## src/rtl/dmac_pkg.sv

```systemverilog
`timescale 1ns/1ps
package dmac_pkg;
  localparam int NCH  = 2;
  localparam int SELW = 4;

  localparam logic [2:0] IDX_CTRL = 3'd0;
  localparam logic [2:0] IDX_SRC  = 3'd1;
  localparam logic [2:0] IDX_DST  = 3'd2;
  localparam logic [2:0] IDX_RLD  = 3'd3;
  localparam logic [2:0] IDX_CNT  = 3'd4;

  localparam int B_EN   = 0;
  localparam int B_RPT  = 1;
  localparam int B_WIDE = 2;
  localparam int B_SINC = 3;
  localparam int B_DINC = 4;
  localparam int B_BOTH = 5;
  localparam int B_SEL  = 8;
  localparam int B_SW   = 15;

  typedef enum logic [1:0] {MST_IDLE, MST_RD, MST_WR} mst_e;
endpackage

```

## src/rtl/dmac_trig.sv

```systemverilog
`timescale 1ns/1ps
module dmac_trig
  import dmac_pkg::*;
#(
  parameter int NREQ = 8
) (
  input  logic            clk_i,
  input  logic            rst_ni,
  input  logic            ext_i,
  input  logic [NREQ-1:0] req_i,
  input  logic [SELW-1:0] sel_i,
  input  logic            both_i,
  output logic            evt_o
);
  logic            ext_q;
  logic [NREQ-1:0] req_q;
  logic [NREQ-1:0] req_rise;

  always_ff @(posedge clk_i or negedge rst_ni) begin
    if (!rst_ni) begin
      ext_q <= 1'b1;
      req_q <= '0;
    end else begin
      ext_q <= ext_i;
      req_q <= req_i;
    end
  end

  assign req_rise = req_i & ~req_q;

  always_comb begin
    evt_o = 1'b0;
    if (sel_i == SELW'(1)) begin
      evt_o = (ext_q & ~ext_i) | (both_i & ~ext_q & ext_i);
    end else begin
      for (int k = 0; k < NREQ; k++) begin
        if (sel_i == SELW'(k + 2)) evt_o = req_rise[k];
      end
    end
  end
endmodule

```

## src/rtl/dmac_chan.sv

```systemverilog
`timescale 1ns/1ps
module dmac_chan
  import dmac_pkg::*;
#(
  parameter int AW = 20,
  parameter int CW = 16
) (
  input  logic            clk_i,
  input  logic            rst_ni,
  input  logic            wr_i,
  input  logic [2:0]      idx_i,
  input  logic [AW-1:0]   wdata_i,
  input  logic            evt_i,
  input  logic            grant_i,
  input  logic            done_i,
  output logic [AW-1:0]   rdata_o,
  output logic            pend_o,
  output logic [AW-1:0]   src_o,
  output logic [AW-1:0]   dst_o,
  output logic            wide_o,
  output logic            irq_o,
  output logic [SELW-1:0] sel_o,
  output logic            both_o
);
  logic            en_q, rpt_q, wide_q, sinc_q, dinc_q, both_q;
  logic [SELW-1:0] sel_q;
  logic [AW-1:0]   src_q, dst_q, wptr_q;
  logic [CW-1:0]   rld_q, cnt_q;
  logic            first_q, pend_q, irq_q;
  logic            ctrl_wr;
  logic [AW-1:0]   step;

  assign ctrl_wr = wr_i && (idx_i == IDX_CTRL);
  assign step    = wide_q ? AW'(2) : AW'(1);

  always_ff @(posedge clk_i or negedge rst_ni) begin
    if (!rst_ni) begin
      en_q <= 1'b0; rpt_q <= 1'b0; wide_q <= 1'b0;
      sinc_q <= 1'b0; dinc_q <= 1'b0; both_q <= 1'b0;
      sel_q <= '0; src_q <= '0; dst_q <= '0; wptr_q <= '0;
      rld_q <= '0; cnt_q <= '0;
      first_q <= 1'b1; pend_q <= 1'b0; irq_q <= 1'b0;
    end else begin
      irq_q <= 1'b0;
      if (grant_i) begin
        pend_q <= 1'b0;
        if (first_q) begin
          wptr_q  <= sinc_q ? src_q : dst_q;
          cnt_q   <= rld_q;
          first_q <= 1'b0;
        end
      end
      if (evt_i && en_q) pend_q <= 1'b1;
      if (done_i) begin
        if (sinc_q || dinc_q) wptr_q <= wptr_q + step;
        if (cnt_q == '0) begin
          irq_q <= 1'b1;
          if (rpt_q) first_q <= 1'b1;
          else begin
            en_q   <= 1'b0;
            pend_q <= 1'b0;
          end
        end else begin
          cnt_q <= cnt_q - CW'(1);
        end
      end
      if (wr_i) begin
        case (idx_i)
          IDX_CTRL: begin
            en_q   <= wdata_i[B_EN];
            rpt_q  <= wdata_i[B_RPT];
            wide_q <= wdata_i[B_WIDE];
            sinc_q <= wdata_i[B_SINC];
            dinc_q <= wdata_i[B_DINC] & ~wdata_i[B_SINC];
            both_q <= wdata_i[B_BOTH];
            sel_q  <= wdata_i[B_SEL +: SELW];
            if (wdata_i[B_EN] && !en_q) first_q <= 1'b1;
            if (!wdata_i[B_EN]) pend_q <= 1'b0;
            else if (wdata_i[B_SW]) pend_q <= 1'b1;
          end
          IDX_SRC: if (!en_q || sinc_q) src_q <= wdata_i;
          IDX_DST: if (!en_q || dinc_q) dst_q <= wdata_i;
          IDX_RLD: rld_q <= wdata_i[CW-1:0];
          default: ;
        endcase
      end
    end
  end

  always_comb begin
    rdata_o = '0;
    case (idx_i)
      IDX_CTRL: begin
        rdata_o[B_EN]   = en_q;
        rdata_o[B_RPT]  = rpt_q;
        rdata_o[B_WIDE] = wide_q;
        rdata_o[B_SINC] = sinc_q;
        rdata_o[B_DINC] = dinc_q;
        rdata_o[B_BOTH] = both_q;
        rdata_o[B_SEL +: SELW] = sel_q;
      end
      IDX_SRC: rdata_o = (en_q && sinc_q && !first_q) ? wptr_q : src_q;
      IDX_DST: rdata_o = (en_q && dinc_q && !first_q) ? wptr_q : dst_q;
      IDX_RLD: rdata_o[CW-1:0] = rld_q;
      IDX_CNT: rdata_o[CW-1:0] = cnt_q;
      default: ;
    endcase
  end

  assign pend_o = pend_q;
  assign src_o  = (sinc_q && !first_q) ? wptr_q : src_q;
  assign dst_o  = (dinc_q && !first_q) ? wptr_q : dst_q;
  assign wide_o = wide_q;
  assign irq_o  = irq_q;
  assign sel_o  = sel_q;
  assign both_o = both_q;

  AST_ONE_STEPPING: assert property (@(posedge clk_i) disable iff (!rst_ni)
    !(sinc_q && dinc_q));
  AST_FIXED_SRC_LOCKED: assert property (@(posedge clk_i) disable iff (!rst_ni)
    (en_q && !sinc_q) |=> $stable(src_q));
  AST_FIXED_DST_LOCKED: assert property (@(posedge clk_i) disable iff (!rst_ni)
    (en_q && !dinc_q) |=> $stable(dst_q));
  AST_SINGLE_STOPS: assert property (@(posedge clk_i) disable iff (!rst_ni)
    (done_i && cnt_q == '0 && !rpt_q && !ctrl_wr) |=> !en_q);
  AST_REPEAT_STAYS: assert property (@(posedge clk_i) disable iff (!rst_ni)
    (done_i && en_q && cnt_q == '0 && rpt_q && !ctrl_wr) |=> en_q);
  AST_IRQ_ONE_CYCLE: assert property (@(posedge clk_i) disable iff (!rst_ni)
    irq_q |=> !irq_q);
endmodule

```

## src/rtl/dma2_ctrl.sv

```systemverilog
`timescale 1ns/1ps
module dma2_ctrl
  import dmac_pkg::*;
#(
  parameter int AW   = 20,
  parameter int DW   = 16,
  parameter int CW   = 16,
  parameter int NREQ = 8
) (
  input  logic            clk_i,
  input  logic            rst_ni,
  input  logic            reg_we_i,
  input  logic [3:0]      reg_addr_i,
  input  logic [AW-1:0]   reg_wdata_i,
  output logic [AW-1:0]   reg_rdata_o,
  input  logic [1:0]      ext_i,
  input  logic [NREQ-1:0] req_i,
  output logic            mem_req_o,
  output logic            mem_we_o,
  output logic            mem_wide_o,
  output logic [AW-1:0]   mem_addr_o,
  output logic [DW-1:0]   mem_wdata_o,
  input  logic [DW-1:0]   mem_rdata_i,
  input  logic            mem_ready_i,
  output logic [1:0]      irq_o
);
  logic [NCH-1:0]  pend, grant, done, wide, evt, both;
  logic [AW-1:0]   ch_src [NCH];
  logic [AW-1:0]   ch_dst [NCH];
  logic [AW-1:0]   ch_rd  [NCH];
  logic [SELW-1:0] sel    [NCH];

  mst_e          st_q;
  logic          cur_q, wide_q;
  logic [AW-1:0] src_a_q, dst_a_q;
  logic [DW-1:0] data_q;

  for (genvar c = 0; c < NCH; c++) begin : g_ch
    dmac_trig #(.NREQ(NREQ)) u_trig (
      .clk_i (clk_i), .rst_ni (rst_ni), .ext_i (ext_i[c]), .req_i (req_i),
      .sel_i (sel[c]), .both_i (both[c]), .evt_o (evt[c])
    );
    dmac_chan #(.AW(AW), .CW(CW)) u_chan (
      .clk_i (clk_i), .rst_ni (rst_ni),
      .wr_i (reg_we_i && (reg_addr_i[3] == c[0])),
      .idx_i (reg_addr_i[2:0]), .wdata_i (reg_wdata_i),
      .evt_i (evt[c]), .grant_i (grant[c]), .done_i (done[c]),
      .rdata_o (ch_rd[c]), .pend_o (pend[c]), .src_o (ch_src[c]),
      .dst_o (ch_dst[c]), .wide_o (wide[c]), .irq_o (irq_o[c]),
      .sel_o (sel[c]), .both_o (both[c])
    );
  end

  // fixed priority: channel 0 wins
  always_comb begin
    grant = '0;
    if (st_q == MST_IDLE) begin
      if (pend[0])      grant = 2'b01;
      else if (pend[1]) grant = 2'b10;
    end
  end

  always_ff @(posedge clk_i or negedge rst_ni) begin
    if (!rst_ni) begin
      st_q <= MST_IDLE; cur_q <= 1'b0; wide_q <= 1'b0;
      src_a_q <= '0; dst_a_q <= '0; data_q <= '0;
    end else begin
      case (st_q)
        MST_IDLE: if (grant != '0) begin
          cur_q   <= grant[1];
          src_a_q <= ch_src[grant[1]];
          dst_a_q <= ch_dst[grant[1]];
          wide_q  <= wide[grant[1]];
          st_q    <= MST_RD;
        end
        MST_RD: if (mem_ready_i) begin
          data_q <= mem_rdata_i;
          st_q   <= MST_WR;
        end
        MST_WR: if (mem_ready_i) st_q <= MST_IDLE;
        default: st_q <= MST_IDLE;
      endcase
    end
  end

  assign done        = (st_q == MST_WR && mem_ready_i) ? (cur_q ? 2'b10 : 2'b01) : 2'b00;
  assign mem_req_o   = (st_q != MST_IDLE);
  assign mem_we_o    = (st_q == MST_WR);
  assign mem_wide_o  = wide_q;
  assign mem_addr_o  = (st_q == MST_WR) ? dst_a_q : src_a_q;
  assign mem_wdata_o = data_q;
  assign reg_rdata_o = ch_rd[reg_addr_i[3]];

  AST_GRANT_ONEHOT: assert property (@(posedge clk_i) disable iff (!rst_ni)
    $onehot0(grant));
  AST_CH0_FIRST: assert property (@(posedge clk_i) disable iff (!rst_ni)
    (pend[0] && !mem_req_o) |-> grant[0]);
  AST_READ_THEN_WRITE: assert property (@(posedge clk_i) disable iff (!rst_ni)
    (mem_req_o && !mem_we_o && mem_ready_i) |=> (mem_req_o && mem_we_o));
  AST_ADDR_HOLD: assert property (@(posedge clk_i) disable iff (!rst_ni)
    (mem_req_o && !mem_ready_i) |=> $stable(mem_addr_o));
endmodule

```

## config.mk

```make
export PLATFORM = sky130hd
export DESIGN_NAME = dma2_ctrl
export DESIGN_NICKNAME = d
export VERILOG_FILES = /design/src/rtl/dmac_pkg.sv /design/src/rtl/dmac_trig.sv /design/src/rtl/dmac_chan.sv /design/src/rtl/dma2_ctrl.sv
export SDC_FILE = /design/constraint.sdc
export NUM_CORES = 1
export LEC_CHECK = 0
export BUFFER_PORTS_ARGS = -buffer_cell sky130_fd_sc_hd__buf_4
export CORE_MARGIN = 2
export CORE_UTILIZATION = 45
export DETAILED_ROUTE_END_ITERATION = 6
export SLEW_MARGIN = 20
export SYNTH_ARGS = -nofsm -noshare
export SYNTH_HDL_FRONTEND = slang
export SYNTH_SLANG_ARGS = --single-unit
export TNS_END_PERCENT = 30
```

## constraint.sdc

```tcl
create_clock -name clk_i -period 2.96 [get_ports clk_i]
set_clock_uncertainty 0.2 [all_clocks]
set_input_delay 0.148 -clock clk_i [delete_from_list [all_inputs] [get_ports clk_i]]
set_output_delay 0.148 -clock clk_i [all_outputs]
set_load 0.02 [all_outputs]
```

# Word level (Yosys, flattened, before mapping)
# Cells that the tools add are included.
# totals
ff_bits,280
in_bits,54
out_inout_bits,61
wordCells,261
# classes
add_sub_neg,4
order_cmp,3
eq_ne,27
mux,123
bitwise,19
n_reduce_logical,46
# ops
operator,n
$mux 20,28
$mux 16,8
$mux 1,66
$pmux 6 s5,2
$add 20x20->20,2
$pmux 4 s5,2
$eq 4x3->1 const B,8
$logic_not 16->1,2
$pmux 4 s4,2
$sub 16x1->16 const B,2
$mux 2,10
$logic_and 1x1->1,19
$eq 4x2->1 const B,4
$eq 4x4->1 const B,4
$pmux 2 s4,2
$pmux 4 s2,2
$reduce_and 3->1,5
$reduce_and 2->1,6
$and 8x8->8,1
$eq 4x1->1 const B,2
$not 8->8,1
$and 1x1->1,7
$eq 3x2->1 const B,2
$logic_or 1x1->1,6
16 further kinds,29

# Logic depth before layout (Yosys ltp)
# logic_depth
word_depth,20
depth_mapped,9
ltp_nobuf,9

# Hierarchy
# A second synthesis with hierarchy kept.
# unflattened
cells_unflattened,1569
hier_area_um2,16862.4
# modules_own_cells
module,n_inst,cells_each,area_each_um2,seq_area_each_um2
dmac_chan at g_ch[1].u_chan,1,607,6503.7,2628.8
dmac_chan at g_ch[0].u_chan,1,604,6452.4,2628.8
dma2_ctrl,1,300,3153.0,1501.4
dmac_trig,2,29,376.6,226.5

# Least setup slack after synthesis
# OpenSTA, ideal clock, no wires.
# synth_path
kind,register -> register
from,reg g_ch[0].u_chan.wide_q
to,reg g_ch[0].u_chan.wptr_q[10]
setup_ps,99
t_arrival_ps,2157
t_required_ps,2661
slack_ps,504
stages_incl_launch_ff,9
path_buffers,0
period_less_slack_ps,2456
path_cell_list,dfrtp_1 -> inv_1 -> ha_1 -> inv_1 -> fa_1 -> or2_2 -> nor3_1 -> a211oi_1 -> a311oi_1
# synth_between
elab_chain_cells,4
# synth_lines
item,line,source
"start, declared",dmac_chan.sv:25,"logic en_q, rpt_q, wide_q, sinc_q, dinc_q, both_q;"
"start signal, assigned",dmac_chan.sv:72,wide_q <= wdata_i[B_WIDE];
$mux 2,dmac_chan.sv:34,assign step = wide_q ? AW'(2) : AW'(1);
$add 20x20->20,dmac_chan.sv:55,if (sinc_q || dinc_q) wptr_q <= wptr_q + step;
$mux 20,dmac_chan.sv:55,
$mux 20,dmac_chan.sv:54,if (done_i) begin
"end signal, assigned",dmac_chan.sv:48,wptr_q <= sinc_q ? src_q : dst_q;
"end signal, assigned",dmac_chan.sv:55,
"end, declared",dmac_chan.sv:27,"logic [AW-1:0] src_q, dst_q, wptr_q;"
# No other way between the ends.
# A chain may end at the register's enable or synchronous reset.

# Worst setup path in the final report
# layout_path
from,reg g_ch[0].u_chan.first_q
to,out reg_rdata_o[7]
# layout_between
elab_chain_cells,7
elab_cells_between_ends,9
cone_classes,mux: 6; reduce/logical: 3
# layout_lines
item,line,source
"start, declared",dmac_chan.sv:29,"logic first_q, pend_q, irq_q;"
"start signal, assigned",dmac_chan.sv:42,first_q <= 1'b1; pend_q <= 1'b0; irq_q <= 1'b0;
"start signal, assigned",dmac_chan.sv:50,first_q <= 1'b0;
"start signal, assigned",dmac_chan.sv:58,if (rpt_q) first_q <= 1'b1;
$logic_not 1->1 *,"dmac_chan.sv:102, dmac_chan.sv:103",
"$logic_and 1x1->1, on equally long branches","dmac_chan.sv:103, dmac_chan.sv:102",
"$mux 20, on equally long branches","dmac_chan.sv:103, dmac_chan.sv:102",
$pmux 2 s4 *,dmac_chan.sv:92,case (idx_i)
$mux 20 (implied by the code) * (3 in a row),dma2_ctrl.sv:92,assign reg_rdata_o = ch_rd[reg_addr_i[3]];
"end, declared",dma2_ctrl.sv:15,"output logic [AW-1:0] reg_rdata_o,"
# Mark *: on every way between the ends. The rest lies on a longest branch, timed or not. The select of a mux whose other input is x is not followed.

==> impl_metrics.tcl <==
set metrics [dict create \
    ys_async_sr_fraction_pct 100.0 \
    synth-seq-cells 280 \
    p_int_uw 10710 \
    p_per_area_nw_per_um2 918.8 \
    ys_warn_count 0 \
    std_cell_rows 70 \
    tightest_slew_ns 0.9575 \
    drt_first_pass_iters 5 \
    period_share_pct 98.81 \
    crit_required_ns 2.61 \
    crit_fanout 20 \
    synthTopCellsByArea "dfrtp_1, mux2_2, mux2i_1" \
    layout-drive-gt1-share_pct 27.37 \
    pre_cts_ws_ns 0.2806 \
    post_cts_buffers 0 \
    regArea_um2 7012 \
    maxSlewHeadroom_pct 35.92 \
    h-tree-depth 2 \
    clock_latency_ns 0.55 \
    mostFrequentLayoutCell "dfrtp_1" \
    crit_path_end_kind "primary output" \
    critPathMaxStageDelay_ns 0.57 \
    min-delay-path-class "in2async" \
    arrival_ns 2.58 \
    overflow 0 \
    switching_share_pct 40.89 \
    ff2ff_path_depth 8 \
    grt_pass1_wl_mm 87.98 \
    port_buffers 114 \
    avgSynthCellArea_um2 10.18 \
    nNetsFinal 1841 \
    cts_buffers 34 \
    fill_cells 3226 \
    chipHeight_um 196.4 \
    wl_per_cell_um 25.70 \
    status "finished clean" \
    route.detailed.drc 0 \
    tritoncts "built" \
    finalSetupTns_ns 0 \
    slowest_stage "dfstp_2" \
    cp.buffers_inverters 1 \
    rsz0062_at_grt "no" \
    yosysSeqAreaShare_pct 42.09 \
    setup_ws_ns 0.03534 \
    power_switching_uw 7413 \
    maxCapViolations 0 \
    clock-sinks 280 \
    worstSetupPathType "reg2out" \
    gr-usage-all-layers_pct 30.41 \
    die_area_um2 38570 \
    antenna_left 0 \
    hold_viol 0 \
    synth_top_area_share_pct 41.46 \
    grt_start_max_net_pins 79 \
    power_frac_comb_pct 39.0 \
    pwr-share-clk_pct 23.0 \
    gp_congestion 0.9352 \
    die_w_um 196.4 \
    seqPwrFrac_pct 37.9 \
    grt_pass1_vias 13498 \
    antenna_found_initial 0 \
    ir_drop_uv 573.9 \
    synth-edff-count 0 \
    yosysTopAreaCell "dfrtp_1" \
    cp.depth 6 \
    critPathTopFamily "compound AO/OA/AOI/OAI gates" \
    routed_via_density 6.254 \
    syn_area_um2 16660 \
    crit-reg2reg-capture "g_ch[0].u_chan.wptr_q[10]" \
    start_util_pct 45.61 \
    fin_crit_ns 2.925 \
    p_leak_uw 0.008770 \
    multiInputGateArea_um2 8924 \
    ys_types 94 \
    synthFlopType "dfrtp_1" \
    slew_violations 0 \
    clkTransAtPathRegs_ns 0.06 \
    num_vias 14191 \
    synthCells 1636 \
    antenna_cells 0 \
    path_cells "nand2b_1 -> or2_4 -> mux2i_1 -> o221ai_1 -> o21a_1 -> buf_4" \
    setup_violations 0 \
    start_kind "flip-flop" \
    area_growth_pct 18.44 \
    drt_iter0_drc 1346 \
    r2r_slack_ns 0.24 \
    max_freq_mhz 341.9 \
    final_cell_mix "dfrtp_1, mux2_2, buf_4, nand2_1, mux2i_1" \
    core_um2 36520 \
    hpwl_mm 41.07 \
    drt-total-wl_mm 58.31 \
    r2r-start "g_ch[0].u_chan.wide_o" \
    io_pins 115 \
    clockBufferDepth 3 \
    root_buffer "clkbuf_16" \
    synthesis.nets 1700 \
]
[registers in the layout, indices dropped and copies added (netlist names), 8 cells and up]
register	flops
dst_a_q	20
g_ch.u_chan.dst_q	40
src_a_q	20
g_ch.u_chan.src_q	40
g_ch.u_chan.cnt_q	32
g_ch.u_chan.rld_q	32
g_ch.u_trig.req_q	8
g_ch.u_chan.sel_o	8
mem_wdata_o	16
g_ch.u_chan.wptr_q	40
[cells by family after synthesis]
family	synth area share (%)
AO/OA/AOI/OAI	17.71
XOR/XNOR	0.05259
adder cells (fa/ha/maj)	0.8413
buffers and inverters	4.695
flip-flops	42.09
multiplexers	21.93
AND/OR/NAND/NOR	12.68
[cell type report]
| cell class | count | area share, % |
|---|---|---|
| clock buffer | 51 | 5.213 |
| inverter | 35 | 0.6659 |
| timing repair buffer | 232 | 10.01 |
| tap | 468 | 2.968 |
| multi-input combinational | 1194 | 45.23 |
| sequential | 280 | 35.54 |
| clock inverter | 9 | 0.3678 |
[metrics by stage]
| stage | instance area (um2) | total power [uW] | hold slack [ns] | utilization (%) | cells |
|---|---|---|---|---|---|
| 2_1_floorplan | 16660 | 11040 | -0.3476 | - | 1636 |
| 3_3_place_gp | 18110 | 13640 | 0.003453 | 49.60 | 2160 |
| 3_5_place_dp | 18110 | 13770 | 0.003413 | 49.60 | 2160 |
| 4_1_cts | 19710 | 18060 | 0.02175 | 53.97 | 2269 |
| 5_1_grt | 19730 | 19090 | 0.05914 | 54.02 | 2269 |
| 6_report | 19730 | 18130 | 0.01738 | 54.02 | 2269 |
[how the worst max path moves through the flow]
stage | end | slack (ns) | start
6_report | reg_rdata_o[7] | 0.04 | g_ch[0].u_chan.first_q
5_1_grt | reg_rdata_o[13] | 0.002 | g_ch[0].u_chan.first_q
4_1_cts | reg_rdata_o[3] | 0.06 | g_ch[0].u_chan.sinc_q
3_5_place_dp | g_ch[0].u_chan.wptr_q[10] | 0.28 | g_ch[0].u_chan.wide_o
3_3_place_gp | g_ch[0].u_chan.wptr_q[10] | 0.35 | g_ch[0].u_chan.wide_o
2_1_floorplan | g_ch[0].u_chan.wptr_q[10] | 0.50 | g_ch[0].u_chan.wide_o
[what timing repair did]
action	in CTS	in global routing
hold buffers	49	0
resized for setup	3	4
hold endpoints to repair	443	0
endpoints found under the setup margin	15	3
[cell usage after synthesis (all sizes together) (34+ instances only)]
cell / n
inv: 35
buf: 69
mux2i: 132
a21oi: 105
o21a: 34
nor2: 105
dfrtp: 276
a211oi: 44
nand2: 139
o21ai: 95
mux2: 205
clkbuf: 57
[metal layers]
layer	vias up	track usage, %	share of wire, %
met1	7102	43.62	44
li1	6353	-	-
met3	115	5.886	8.0
met5	-	0	0
met4	0	12.43	4.3
met2	621	45.11	44
[power groups by stage]
| stage | clock network, uW | registers (uW) | logic, uW |
|---|---|---|---|
| global placement | 0 | 6820 | 6830 |
| global route | 4390 | 7060 | 7630 |
| finish | 4180 | 6870 | 7080 |
| CTS | 4250 | 6800 | 7010 |
| floorplan | 0 | 6220 | 4820 |
| detailed placement | 0 | 6850 | 6920 |
No activity file was read; power rests on OpenSTA's default activity.
